--- config.mk ---
export PLATFORM = sky130hd
export DESIGN_NAME = phy_trim_loader
export DESIGN_NICKNAME = d
export VERILOG_FILES = /design/src/rtl/trim_seq_pkg.sv /design/src/rtl/trim_merge.sv /design/src/rtl/exp_access.sv /design/src/rtl/cyc_timer.sv /design/src/rtl/phy_trim_loader.sv
export SDC_FILE = /design/constraint.sdc
export NUM_CORES = 1
export LEC_CHECK = 0
export ABC_AREA = 1
export BUFFER_PORTS_ARGS = -buffer_cell sky130_fd_sc_hd__buf_4
export CORE_MARGIN = 3
export CORE_UTILIZATION = 30
export DETAILED_ROUTE_END_ITERATION = 7
export PLACE_DENSITY = 0.44
export SLEW_MARGIN = 30
export SYNTH_ARGS = -nofsm -noshare
export SYNTH_HDL_FRONTEND = slang
export SYNTH_SLANG_ARGS = --single-unit
export TNS_END_PERCENT = 30
--- constraint.sdc ---
create_clock -name clk -period 2.8 [get_ports clk]
set_input_delay 0.14 -clock clk [delete_from_list [all_inputs] [get_ports clk]]
set_output_delay 0.14 -clock clk [all_outputs]
set_load 0.005 [all_outputs]
--- src/rtl/trim_seq_pkg.sv ---
package trim_seq_pkg;

   localparam int NFLD = 3;

   localparam logic [4:0]  MII_XADDR = 5'h1E;
   localparam logic [4:0]  MII_XDATA = 5'h1D;
   localparam logic [15:0] XREG_TRIM0 = 16'h3050;
   localparam logic [15:0] XREG_CFG   = 16'h3053;
   localparam logic [15:0] XREG_AUTO  = 16'h3057;

   function automatic int fld_lsb(input int i);
      case (i)
         0:       return 25;
         1:       return 22;
         default: return 16;
      endcase
   endfunction

   function automatic int fld_w(input int i);
      case (i)
         0:       return 5;
         1:       return 3;
         default: return 6;
      endcase
   endfunction

   typedef enum logic [3:0] {
      S_IDLE,
      S_FRD,
      S_FWR,
      S_CRD,
      S_CWR,
      S_AWAIT,
      S_ARD,
      S_ZWAIT,
      S_ZRD,
      S_SETTLE
   } seq_state_t;

endpackage

--- src/rtl/trim_merge.sv ---
module trim_merge
   import trim_seq_pkg::*;
(
   input  logic [31:0] trim_i,
   input  logic [1:0]  sel_i,
   input  logic [15:0] rd_i,
   output logic [15:0] merged_o,
   output logic        none_o
);

   logic [15:0]     cand [NFLD];
   logic [NFLD-1:0] nz;

   for (genvar g = 0; g < NFLD; g++) begin : g_fld
      localparam int L = fld_lsb(g);
      localparam int W = fld_w(g);
      if (W < 1 || W > 15 || L + W > 32) begin : g_bad
         $error("trim field %0d does not fit", g);
      end
      assign cand[g] = {rd_i[15:W], trim_i[L+W-1:L]};
      assign nz[g]   = |trim_i[L+W-1:L];
   end

   always_comb begin
      merged_o = cand[0];
      for (int i = 1; i < NFLD; i++) begin
         if (sel_i == 2'(i)) merged_o = cand[i];
      end
   end

   assign none_o = ~|nz;

endmodule

--- src/rtl/exp_access.sv ---
module exp_access
   import trim_seq_pkg::*;
(
   input  logic        clk,
   input  logic        rst_n,
   input  logic        go_i,
   input  logic        wr_i,
   input  logic [15:0] xaddr_i,
   input  logic [15:0] wdata_i,
   output logic        fin_o,
   output logic [15:0] rdata_o,
   output logic        req_valid_o,
   output logic        req_write_o,
   output logic [4:0]  req_reg_o,
   output logic [15:0] req_wdata_o,
   input  logic        rsp_valid_i,
   input  logic [15:0] rsp_rdata_i
);

   typedef enum logic [1:0] {E_IDLE, E_ADR, E_DAT} eng_t;

   eng_t        st_q;
   logic        wr_q;
   logic [15:0] addr_q, wdata_q, rdata_q;
   logic        fin_q;

   always_ff @(posedge clk or negedge rst_n) begin
      if (!rst_n) begin
         st_q    <= E_IDLE;
         wr_q    <= 1'b0;
         addr_q  <= '0;
         wdata_q <= '0;
         rdata_q <= '0;
         fin_q   <= 1'b0;
      end else begin
         fin_q <= 1'b0;
         case (st_q)
            E_IDLE: if (go_i) begin
               wr_q    <= wr_i;
               addr_q  <= xaddr_i;
               wdata_q <= wdata_i;
               st_q    <= E_ADR;
            end
            E_ADR: if (rsp_valid_i) st_q <= E_DAT;
            E_DAT: if (rsp_valid_i) begin
               rdata_q <= rsp_rdata_i;
               fin_q   <= 1'b1;
               st_q    <= E_IDLE;
            end
            default: st_q <= E_IDLE;
         endcase
      end
   end

   assign req_valid_o = (st_q != E_IDLE);
   assign req_write_o = (st_q == E_ADR) ? 1'b1 : wr_q;
   assign req_reg_o   = (st_q == E_ADR) ? MII_XADDR : MII_XDATA;
   assign req_wdata_o = (st_q == E_ADR) ? addr_q : wdata_q;
   assign fin_o       = fin_q;
   assign rdata_o     = rdata_q;


   req_hold_chk: assert property (@(posedge clk) disable iff (!rst_n)
      (req_valid_o && !rsp_valid_i) |=> (req_valid_o && $stable(req_reg_o)
         && $stable(req_write_o) && $stable(req_wdata_o)));


   addr_then_data_chk: assert property (@(posedge clk) disable iff (!rst_n)
      (req_valid_o && req_reg_o == MII_XADDR && rsp_valid_i)
         |=> (req_valid_o && req_reg_o == MII_XDATA));

endmodule

--- src/rtl/cyc_timer.sv ---
module cyc_timer #(
   parameter int W = 8
) (
   input  logic         clk,
   input  logic         rst_n,
   input  logic         go_i,
   input  logic [W-1:0] len_i,
   output logic         fin_o
);

   logic [W-1:0] cnt_q;
   logic         run_q;
   logic         fin_q;

   always_ff @(posedge clk or negedge rst_n) begin
      if (!rst_n) begin
         cnt_q <= '0;
         run_q <= 1'b0;
         fin_q <= 1'b0;
      end else begin
         fin_q <= 1'b0;
         if (go_i) begin
            cnt_q <= len_i;
            run_q <= 1'b1;
         end else if (run_q) begin
            if (cnt_q <= W'(1)) begin
               fin_q <= 1'b1;
               run_q <= 1'b0;
            end else begin
               cnt_q <= cnt_q - W'(1);
            end
         end
      end
   end

   assign fin_o = fin_q;


   timer_idle_chk: assert property (@(posedge clk) disable iff (!rst_n)
      go_i |-> !run_q);

endmodule

--- src/rtl/phy_trim_loader.sv ---
module phy_trim_loader
   import trim_seq_pkg::*;
#(
   parameter int ACK_POLLS  = 3000,
   parameter int ACK_GAP    = 10000,
   parameter int AUTO_POLLS = 3,
   parameter int AUTO_GAP   = 25000000,
   parameter int SETTLE     = 500000
) (
   input  logic        clk,
   input  logic        rst_n,
   input  logic        start_i,
   input  logic [4:0]  phy_addr_i,
   input  logic [31:0] trim_word_i,
   output logic        mreq_valid_o,
   output logic        mreq_write_o,
   output logic [4:0]  mreq_phy_o,
   output logic [4:0]  mreq_reg_o,
   output logic [15:0] mreq_wdata_o,
   input  logic        mrsp_valid_i,
   input  logic [15:0] mrsp_rdata_i,
   output logic        done_o,
   output logic        timeout_o,
   output logic        ack_early_o
);

   localparam int G1   = (ACK_GAP > AUTO_GAP) ? ACK_GAP : AUTO_GAP;
   localparam int GMAX = (G1 > SETTLE) ? G1 : SETTLE;
   localparam int TW   = $clog2(GMAX + 1);
   localparam int PMAX = (ACK_POLLS > AUTO_POLLS) ? ACK_POLLS : AUTO_POLLS;
   localparam int PW   = $clog2(PMAX + 1);

   if (ACK_POLLS < 1 || AUTO_POLLS < 1) begin : g_bad_polls
      $error("poll limits must be at least 1");
   end
   if (ACK_GAP < 1 || AUTO_GAP < 1 || SETTLE < 1) begin : g_bad_waits
      $error("wait lengths must be at least 1");
   end

   seq_state_t  state_q;
   logic [4:0]  phy_q;
   logic [31:0] trim_q;
   logic [1:0]  fidx_q;
   logic [PW-1:0] pcnt_q;
   logic        acc_go_q, acc_wr_q;
   logic [15:0] acc_addr_q, acc_wdata_q;
   logic        tmr_go_q;
   logic [TW-1:0] tmr_len_q;
   logic        done_q, tout_q, early_q, zpath_q;

   logic        acc_fin;
   logic [15:0] acc_rdata;
   logic [15:0] merged;
   logic        none_w;
   logic        tmr_fin;
   logic [31:0] trim_sel;

   assign trim_sel = (state_q == S_IDLE) ? trim_word_i : trim_q;

   trim_merge u_merge (
      .trim_i   (trim_sel),
      .sel_i    (fidx_q),
      .rd_i     (acc_rdata),
      .merged_o (merged),
      .none_o   (none_w)
   );

   exp_access u_access (
      .clk         (clk),
      .rst_n       (rst_n),
      .go_i        (acc_go_q),
      .wr_i        (acc_wr_q),
      .xaddr_i     (acc_addr_q),
      .wdata_i     (acc_wdata_q),
      .fin_o       (acc_fin),
      .rdata_o     (acc_rdata),
      .req_valid_o (mreq_valid_o),
      .req_write_o (mreq_write_o),
      .req_reg_o   (mreq_reg_o),
      .req_wdata_o (mreq_wdata_o),
      .rsp_valid_i (mrsp_valid_i),
      .rsp_rdata_i (mrsp_rdata_i)
   );

   cyc_timer #(.W(TW)) u_timer (
      .clk   (clk),
      .rst_n (rst_n),
      .go_i  (tmr_go_q),
      .len_i (tmr_len_q),
      .fin_o (tmr_fin)
   );

   always_ff @(posedge clk or negedge rst_n) begin
      if (!rst_n) begin
         state_q     <= S_IDLE;
         phy_q       <= '0;
         trim_q      <= '0;
         fidx_q      <= '0;
         pcnt_q      <= '0;
         acc_go_q    <= 1'b0;
         acc_wr_q    <= 1'b0;
         acc_addr_q  <= '0;
         acc_wdata_q <= '0;
         tmr_go_q    <= 1'b0;
         tmr_len_q   <= '0;
         done_q      <= 1'b0;
         tout_q      <= 1'b0;
         early_q     <= 1'b0;
         zpath_q     <= 1'b0;
      end else begin
         acc_go_q <= 1'b0;
         tmr_go_q <= 1'b0;
         case (state_q)
            S_IDLE: if (start_i) begin
               phy_q   <= phy_addr_i;
               trim_q  <= trim_word_i;
               done_q  <= 1'b0;
               tout_q  <= 1'b0;
               early_q <= 1'b0;
               pcnt_q  <= '0;
               fidx_q  <= '0;
               zpath_q <= none_w;
               if (none_w) begin
                  tmr_go_q  <= 1'b1;
                  tmr_len_q <= TW'(AUTO_GAP);
                  state_q   <= S_ZWAIT;
               end else begin
                  acc_go_q   <= 1'b1;
                  acc_wr_q   <= 1'b0;
                  acc_addr_q <= XREG_TRIM0;
                  state_q    <= S_FRD;
               end
            end
            S_FRD: if (acc_fin) begin
               acc_go_q    <= 1'b1;
               acc_wr_q    <= 1'b1;
               acc_wdata_q <= merged;
               state_q     <= S_FWR;
            end
            S_FWR: if (acc_fin) begin
               acc_go_q <= 1'b1;
               acc_wr_q <= 1'b0;
               if (fidx_q == 2'(NFLD - 1)) begin
                  acc_addr_q <= XREG_CFG;
                  state_q    <= S_CRD;
               end else begin
                  fidx_q     <= fidx_q + 2'd1;
                  acc_addr_q <= XREG_TRIM0 + {14'd0, fidx_q} + 16'd1;
                  state_q    <= S_FRD;
               end
            end
            S_CRD: if (acc_fin) begin
               early_q     <= acc_rdata[1];
               acc_go_q    <= 1'b1;
               acc_wr_q    <= 1'b1;
               acc_wdata_q <= acc_rdata | 16'h0001;
               state_q     <= S_CWR;
            end
            S_CWR: if (acc_fin) begin
               tmr_go_q  <= 1'b1;
               tmr_len_q <= TW'(ACK_GAP);
               state_q   <= S_AWAIT;
            end
            S_AWAIT, S_ZWAIT: if (tmr_fin) begin
               acc_go_q   <= 1'b1;
               acc_wr_q   <= 1'b0;
               acc_addr_q <= (state_q == S_AWAIT) ? XREG_CFG : XREG_AUTO;
               pcnt_q     <= pcnt_q + PW'(1);
               state_q    <= (state_q == S_AWAIT) ? S_ARD : S_ZRD;
            end
            S_ARD, S_ZRD: if (acc_fin) begin
               tmr_go_q <= 1'b1;
               if ((state_q == S_ARD) ? acc_rdata[1] : acc_rdata[0]) begin
                  tmr_len_q <= TW'(SETTLE);
                  state_q   <= S_SETTLE;
               end else if (pcnt_q == ((state_q == S_ARD) ? PW'(ACK_POLLS)
                                                          : PW'(AUTO_POLLS))) begin
                  tout_q    <= 1'b1;
                  tmr_len_q <= TW'(SETTLE);
                  state_q   <= S_SETTLE;
               end else begin
                  tmr_len_q <= (state_q == S_ARD) ? TW'(ACK_GAP) : TW'(AUTO_GAP);
                  state_q   <= (state_q == S_ARD) ? S_AWAIT : S_ZWAIT;
               end
            end
            S_SETTLE: if (tmr_fin) begin
               done_q  <= 1'b1;
               state_q <= S_IDLE;
            end
            default: state_q <= S_IDLE;
         endcase
      end
   end

   assign mreq_phy_o  = phy_q;
   assign done_o      = done_q;
   assign timeout_o   = tout_q;
   assign ack_early_o = early_q;


   done_quiet_chk: assert property (@(posedge clk) disable iff (!rst_n)
      done_o |-> !mreq_valid_o);


   auto_no_write_chk: assert property (@(posedge clk) disable iff (!rst_n)
      !(zpath_q && state_q != S_IDLE && mreq_valid_o && mreq_write_o
        && mreq_reg_o == MII_XDATA));


   ack_limit_chk: assert property (@(posedge clk) disable iff (!rst_n)
      (state_q == S_AWAIT) |-> (pcnt_q < PW'(ACK_POLLS)));


   early_src_chk: assert property (@(posedge clk) disable iff (!rst_n)
      $rose(ack_early_o) |-> ($past(state_q) == S_CRD));

endmodule

* Word level (Yosys, flattened, before mapping)
Cells that the tools add are included.
Operators by class: add/subtract/negate cells 5, magnitude comparators 1, eq/ne operators 32, multiplexer cells 86, reductions and logical operators 34
Operators with widths (number):
- $mux 25 | 10
- $mux 16 | 8
- $pmux 25 s3 | 1
- $pmux 16 s3 | 1
- $mux 4 | 11
- $mux 12 | 3
- $pmux 16 s2 | 1
- $pmux 4 s8 | 1
- $mux 30 | 1
- $mux 1 | 27
- $le 25x1->1 const B | 1
- $sub 25x1->25 const B | 1
- $pmux 12 s2 | 1
- $mux 2 | 9
- $ne 2x1->1 const B | 9
- $ne 2x2->1 const B | 9
- $add 15x1->16 const B | 1
- $eq 4x3->1 const B | 4
- $reduce_bool 2->1 | 8
- $add 14x2->15 const A | 1
- $reduce_and 3->1 | 5
- $reduce_and 5->1 | 3
- $reduce_or 14->1 | 1
- $add 12x1->12 const B | 1
- other kinds (25) | 40
Word-level totals: register bits after elaboration 195, logic and storage cells 181

* Longest topological paths before layout
Gate-level depths: netlist (run 1).
depth after elaboration 7, mapped depth 12

* Cells and area by module
Synthesis (run 1) repeated with hierarchy kept, for this count alone.
Second synthesis, totals: cells, all modules 1239, area total of the unflattened synthesis 9083.7 um2
By module, submodules not included:
- phy_trim_loader | times used 1, cells each 556, area an instance 4336.7 um2
- exp_access | times used 1, cells each 284, area an instance 2356.0 um2
- cyc_timer | times used 1, cells each 332, area an instance 2079.5 um2
- trim_merge | times used 1, cells each 67, area an instance 311.5 um2

* Worst setup path before layout (run 1)
Ideal clock, no wire load.
kind register to register, from reg state_q[2], to reg acc_addr_q[12], setup time 119 ps, arrival 1582 ps, required time 2681 ps, slack 1099 ps, stages on the path, launching flop included 12, path buffers 1, period minus slack after synthesis 1701 ps, cells stage by stage dfrtp_1 -> nor2_4 -> nand2_4 -> buf_6 -> nand2_1 -> nand2_1 -> nor2_1 -> nand2_1 -> nor2_2 -> nand3_2 -> nand3_2 -> nand2_1
On the way: longest elaborated chain between the ends 5, elaborated cells on any way between the ends 14, those cells by class eq/ne (7); mux (2); reduce/logical (5)
Ends and longest elaborated chain:
- start, declared | line phy_trim_loader.sv:40 | seq_state_t state_q;
- start signal, assigned | line phy_trim_loader.sv:169 | state_q <= (state_q == S_AWAIT) ? S_ARD : S_ZRD;
- start signal, assigned | line phy_trim_loader.sv:183 | state_q <= (state_q == S_ARD) ? S_AWAIT : S_ZWAIT;
- $logic_not 4->1 | line phy_trim_loader.sv:58, phy_trim_loader.sv:113
- $mux 30 | line phy_trim_loader.sv:58 | assign trim_sel = (state_q == S_IDLE) ? trim_word_i : trim_q;
- $reduce_or 14->1 | line trim_merge.sv:31 | assign none_o = ~|nz;
- $ne 2x1->1 (no line)
- $reduce_and 5->1 (no line)
- end signal, assigned | line phy_trim_loader.sv:148 | acc_addr_q <= XREG_TRIM0 + {14'd0, fidx_q} + 16'd1;
- end signal, assigned | line phy_trim_loader.sv:167 | acc_addr_q <= (state_q == S_AWAIT) ? XREG_CFG : XREG_AUTO;
- end, declared | line phy_trim_loader.sv:46 | logic [15:0] acc_addr_q, acc_wdata_q;
Parallel ways exist; a longest one is shown, timed or not. A chain may end at the register's enable or synchronous reset.

* Worst setup path after layout (run 1)
from reg state_q[0], to reg acc_addr_q[2]
Same word-level chain as after synthesis.

==> run_results.csv, run 1 <==
group,metric,value,unit
sta,fin_crit,2.409,ns
clock_network,cts_setup_buffers,0,
placement,placed_cell_area,0.008018,sq mm
grt,grt_max_degree,68,
grt,antenna_found_initial,0,
clock_network,cts_sinks,136,
logic_synthesis,synth_top_family_by_area,"simple AND/OR/NAND/NOR gates",
hold_path,hold_class,"in -> reg",
clock_network,insertion_delay,0.42,ns
setup_path,cp.required,3.15,ns
floorplan,die_h,159.9,microns
sta,fin_skew,0.01566,ns
floorplan,ios,88,
floorplan,coreArea,0.02298,sq mm
setup_path,cp-start-kind,"flop",
grt,gr-total-overflow,0,
layout,syn_to_final_growth,26.56,%
setup_path,critPathKind,"reg -> reg",
layout,diodes,0,
status,status,"finished clean",
logic_synthesis,ys_seq_area_frac,0.4787,
setup_path,critPathMaxStageDelay,0.51,ns
logic_synthesis,synth_xor_area_frac,0.01109,
logic_synthesis,ys.flop_type,"dfrtp_1",
clock_network,hold_buffers,35,
logic_synthesis,synthSimpleGateAreaFrac,0.3314,
route,drt_pass1_iterations,5,
setup_path,crit_chain,"nor2_2 > nand2_4 > inv_2 > nand2_1 > o21ai_0 > nand2_1 > nor2_2 > nand3_2 > nand3_2 > nand2_1 > nand2_1",
setup_path,cpMaxStageDelayCell,"nor2_2",
sta,maxSlewViolCount,0,
sta,fmax,415.2,MHz
floorplan,die_w,159.9,microns
clock_network,clk_pin_slew_worst_paths,0.06,ns
clock_network,cts_buffers,17,
clock_network,cts_max_level,4,
setup_path,crit_buf_inv,1,
layout,fin_nets,1139,
sta,worst_slew_margin_rel,0.4363,
logic_synthesis,synth_warnings,0,
run,cap_violations,0,
grt,grt_pass1_wl,31960,microns
grt,first_global_vias,6184,
route,routedWlPerCell,13.24,microns
route,viasPerCell,4.447,
sta,setup_violations,0,
route,ant_nets,0,
sta,hold_ws,0.02475,ns
logic_synthesis,syn-cell-area,0.007109,sq mm
sta,hold_viol,0,
floorplan,start_util,0.3093,
grt,gr-usage-all-layers,0.1524,
pwr,ir_drop,0.3386,mV
clock_network,clockBufferDepth,2,
sta,rsz0062_at_grt,"no",
pwr,p_per_area,522.0,mW/mm^2
logic_synthesis,synthMuxAreaShare,0.009504,
sta,fin_tns_setup,0,ns
layout,drive_above_1_share,0.1322,
sta,fin_crit_sh,0.8603,
setup_path,cp.arrival,2.76,ns
route,drc,0,
layout,finish.instance_area,0.008997,sq mm
floorplan,placementRows,55,
clock_network,cts_tree,"built",
sta,worstMarginPinSlew,0.8435,ns
logic_synthesis,synth_adder_area_share,0.01056,
route,route.vias.total,6234,
placement,place.gp.congestion,0.7901,
route,drtIter0Drc,331,
logic_synthesis,synth_compound_area_frac,0.08870,
clock_network,cts-root-buf,"clkbuf_16",
logic_synthesis,syn_avg_cell_area,7.375,sq um
logic_synthesis,synth_edf_count,0,
setup_path,path_max_fanout,16,
logic_synthesis,postSynthCellCount,964,
setup_path,cpLargestDelayFamily,"simple AND/OR/NAND/NOR gates",
placement,dpl.hpwl,13220,microns
logic_synthesis,synth-async-reset-ratio,1.000,
placement,portBuffers,66,
floorplan,die-area,0.02558,sq mm
setup_path,cp_common_cell,"nand2_1",
logic_synthesis,synth-seq-cells,136,
clock_network,cts_resized,0,
setup_path,crit_path_end_kind,"flop",
pwr,leakagePower,4.678,nW
route,routed_wl,18560,microns
logic_synthesis,synth.distinct_cells,36,
area by class of cell:
type | instances | area (sq um)
well taps | 313 | 391.6
multi-input cells | 707 | 3219
flip-flops and latches | 136 | 3403
inverters | 95 | 356.6
clock inverters | 14 | 190.2
clock buffers | 18 | 439.2
fillers | 2460 | 13990
repair buffers | 119 | 997.2
routing by layer:
| metal | wire [microns] | vias up | global-route usage |
|---|---|---|---|
| li1 | - | 3288 | - |
| met1 | 9512 | 2852 | 0.2160 |
| met2 | 8407 | 86 | 0.2425 |
| met3 | 512 | 8 | 0.02698 |
| met4 | 131 | 0 | 0.03787 |
| met5 | 0 | - | 0 |
cell families (layout without fill, tap and decap cells):
family,after synthesis,in the layout
buffers and inverters,123,246
xor gates and xnor gates,9,9
DFF,136,136
muxes,6,6
AOI/OAI and AO/OA,118,118
other,1,3
adders and majority gates,6,6
and+or+nand+nor,565,565
layout by cell type (no fill, tap or decap), types with 3 or more instances in the layout:
cell type	Yosys	final
a21oi_1	25	25
a22oi_1	3	3
buf_4	3	82
bufinv_16	0	3
clkbuf_16	0	17
clkinv_1	3	3
clkinv_4	0	5
conb_1	1	3
dfrtp_1	136	136
dlygate4sd3_1	0	35
ha_1	6	6
inv_1	88	88
inv_2	4	4
inv_6	0	3
mux2_2	6	6
nand2_1	362	362
nand2_2	4	4
nand3_1	72	72
nand4_1	10	10
nor2_1	87	87
nor2_2	3	3
nor2_4	5	5
nor3_1	12	12
o211ai_1	3	3
o21ai_0	76	76
o31ai_1	5	5
xor2_1	9	9
power by group:
part | switching [W] | internal, W | total [W]
sequential | 0.0000362 | 0.00202 | 0.00206
clock | 0.000950 | 0.00145 | 0.00240
combinational | 0.000125 | 0.000113 | 0.000238
total | 0.00111 | 0.00359 | 0.00470
final timing paths:
path / from / endpoint / slack [ns] / depth (start not counted)
worst min-delay path: trim_word_i[29] / trim_q[29] / 0.02 / 3
worst max register to register: state_q[0] / acc_addr_q[2] / 0.39 / 11
max in group asynchronous: rst_n / state_q[1] / 1.68 / 3
worst min register to register: acc_addr_q[12] / acc_addr_q[12] / 0.45 / 2
min in group asynchronous: rst_n / u_timer.cnt_q[6] / 0.29 / 2
worst max-delay path: state_q[0] / acc_addr_q[2] / 0.39 / 11
Yosys cell counts (6+ instances only):
| library cell | number | share of area |
|---|---|---|
| clkbuf_1 | 18 | 0.0095 |
| nand4_1 | 10 | 0.0088 |
| nand2_1 | 362 | 0.19 |
| mux2_2 | 6 | 0.0095 |
| a21oi_1 | 25 | 0.018 |
| dfrtp_1 | 136 | 0.48 |
| nand3_1 | 72 | 0.051 |
| nor3_1 | 12 | 0.0084 |
| nor2_1 | 87 | 0.046 |
| inv_1 | 88 | 0.046 |
| xor2_1 | 9 | 0.011 |
| o21ai_0 | 76 | 0.054 |
| ha_1 | 6 | 0.011 |
stage by stage:
stage	cells	setup WS, ns	power, W	utilization
finish	1402	0.3913	0.004697	0.3915
detailed placement	1335	0.3807	0.002299	0.3488
global placement	1335	0.3890	0.002298	0.3488
CTS	1402	0.3611	0.004776	0.3915
floorplan	966	1.099	0.002167	-
global route	1402	0.01750	0.004894	0.3915
worst register-to-register path, delay by kind of cell, from the launching register on:
family / cells / cell delay (ns)
AOI/OAI and AO/OA: 1 / 0.12
buffers and inverters: 1 / 0.17
and+or+nand+nor: 9 / 1.59
DFF: 1 / 0.44
sequential cells by signal (all words and copies together) (netlist names), 5 cells and up:
signal            count
mreq_phy_o            5
u_timer.cnt_q        25
u_access.wdata_q     16
pcnt_q               12
trim_q               14
acc_wdata_q          16
u_access.rdata_o     16
tmr_len_q             6
(Power assumes the default switching activity.)
==> inputs of run 2 (changes only) <==
CELL_PAD_IN_SITES_DETAIL_PLACEMENT = 0   (was default)
CELL_PAD_IN_SITES_GLOBAL_PLACEMENT = 1   (was default)
PLACE_DENSITY = 0.57   (was 0.44)
==> run_results.csv, run 2 (synthesis gave the netlist of run 1 again) <==
group,metric,value,unit
status,status,"finished clean",
grt,gr-usage-all-layers,0.1582,
sta,worst_slew_margin_rel,0.4852,
setup_path,crit_chain,"nor2_2 > nand2_4 > inv_2 > nand2_1 > o21ai_0 > nand2_1 > nor2_2 > nand3_4 > nand2_2 > nand3_1 > nand2_1",
setup_path,critPathKind,"reg -> reg",
route,viasPerCell,4.481,
floorplan,die_w,159.9,microns
sta,fin_skew,0.01289,ns
route,drc,0,
clock_network,cts_buffers,17,
grt,antenna_found_initial,0,
setup_path,cpLargestDelayFamily,"simple AND/OR/NAND/NOR gates",
layout,largest_reg_flops,25,
run,cap_violations,0,
layout,layout_commonest_cell,"nand2_1",
clock_network,cts_sinks,136,
layout,fin_nets,1137,
placement,portBuffers,66,
layout,multi_input_area,0.003219,sq mm
clock_network,cts_max_level,4,
sta,fmax,409.7,MHz
sta,fin_crit,2.441,ns
pwr,ir_drop,0.3176,mV
sta,fin_tns_setup,0,ns
grt,grt_max_degree,78,
layout,fin_util,0.3924,
floorplan,coreArea,0.02298,sq mm
layout,largest-register,"u_timer.cnt_q",
hold_path,hold_class,"in -> reg",
route,route.vias.total,6274,
pwr,p_per_area,538.5,mW/mm^2
placement,dpl.hpwl,13630,microns
setup_path,path_max_fanout,16,
layout,final_cell_mix,"nand2_1 (362), dfrtp_1 (136), inv_1 (88), nor2_1 (87), buf_4 (80)",
layout,diodes,0,
placement,place.gp.congestion,0.7848,
floorplan,die_h,159.9,microns
grt,gr-total-overflow,0,
grt,grt_pass1_wl,33000,microns
route,drt_pass1_iterations,4,
sta,rsz0062_at_grt,"no",
layout,syn_to_final_growth,26.86,%
sta,maxSlewViolCount,0,
layout,drive_above_1_share,0.1306,
setup_path,crit_path_end_kind,"flop",
clock_network,cts_tree,"built",
clock_network,cts-root-buf,"clkbuf_16",
layout,fillers,2523,
sta,setup_violations,0,
sta,worstMarginPinSlew,0.7704,ns
clock_network,insertion_delay,0.43,ns
route,ant_nets,0,
clock_network,clk_pin_slew_worst_paths,0.06,ns
floorplan,die-area,0.02558,sq mm
floorplan,ios,88,
pwr,leakagePower,4.685,nW
setup_path,cpMaxStageDelayCell,"nor2_2",
floorplan,placementRows,55,
setup_path,cp_common_cell,"nand2_1",
setup_path,crit_buf_inv,1,
clock_network,cts_setup_buffers,0,
grt,first_global_vias,6405,
sta,hold_viol,0,
clock_network,clockBufferDepth,2,
setup_path,cp.required,3.16,ns
setup_path,critPathMaxStageDelay,0.50,ns
layout,regArea,0.003403,sq mm
route,routedWlPerCell,13.78,microns
route,routed_wl,19300,microns
setup_path,rrSetupSlack,0.36,ns
route,drtIter0Drc,279,
setup_path,cp.arrival,2.80,ns
setup_path,cp-start-kind,"flop",
sta,fin_crit_sh,0.8718,
floorplan,start_util,0.3093,
==> run 2: routing by layer <==
metal / wire length, microns / GRT usage / up-vias
li1: - / - / 3281
met1: 9763 / 0.2193 / 2895
met2: 8832 / 0.2558 / 88
met3: 554 / 0.03087 / 10
met4: 144 / 0.03787 / 0
met5: 0 / 0 / -
==> run 2: report_power, final <==
group / leakage, nW / switching, W / internal [W]
clock: 0.325 / 0.000958 / 0.00160
sequential: 1.72 / 0.0000352 / 0.00202
combinational: 2.64 / 0.000127 / 0.000113
==> run 2: worst register-to-register path, cell delays in order, from the launching register on <==
cell and delay (ns):
dfrtp_1 0.45, nor2_2 0.50, nand2_4 0.26, inv_2 0.18
nand2_1 0.06, o21ai_0 0.13, nand2_1 0.11, nor2_2 0.24
nand3_4 0.16, nand2_2 0.15, nand3_1 0.08, nand2_1 0.07
==> run 2: area by class of cell <==
cell class,count,area share
repair buffers,117,0.1089
inverters,95,0.03954
flip-flops and latches,136,0.3774
clock inverters,15,0.02664
multi-input cells,707,0.3570
clock buffers,17,0.04717
well taps,313,0.04342
==> run 2: timing repair <==
action                                 in CTS  in global routing
endpoints found under the hold margin      65                  0
resized for setup                           0                  0
hold buffers                               35                  0
==> run 2: worst paths after layout <==
kind	from	endpoint	cells past startpoint
worst max register to register	state_q[0]	tmr_len_q[17]	11
max in group asynchronous	rst_n	u_timer.cnt_q[13]	3
worst min register to register	u_access.rdata_o[12]	acc_wdata_q[12]	2
worst max-delay path	state_q[0]	tmr_len_q[17]	11
min in group asynchronous	rst_n	u_timer.cnt_q[22]	2
worst min-delay path	trim_word_i[29]	trim_q[29]	3
==> run 2: metrics by stage <==
| stage | hold WS, ns | setup WS, ns | instances | total power (W) | instance area, sq um |
|---|---|---|---|---|---|
| after detailed placement | 0.03316 | 0.3483 | 1333 | 0.002299 | 8003 |
| after CTS | 0.02312 | 0.3309 | 1400 | 0.004935 | 9019 |
| after global routing | 0.02458 | 0.03661 | 1400 | 0.005054 | 9019 |
| after floorplan | -0.1556 | 1.099 | 966 | 0.002167 | 7117 |
| after global placement | 0.02788 | 0.4071 | 1333 | 0.002297 | 8003 |
| final | 0.03996 | 0.3589 | 1400 | 0.004857 | 9019 |
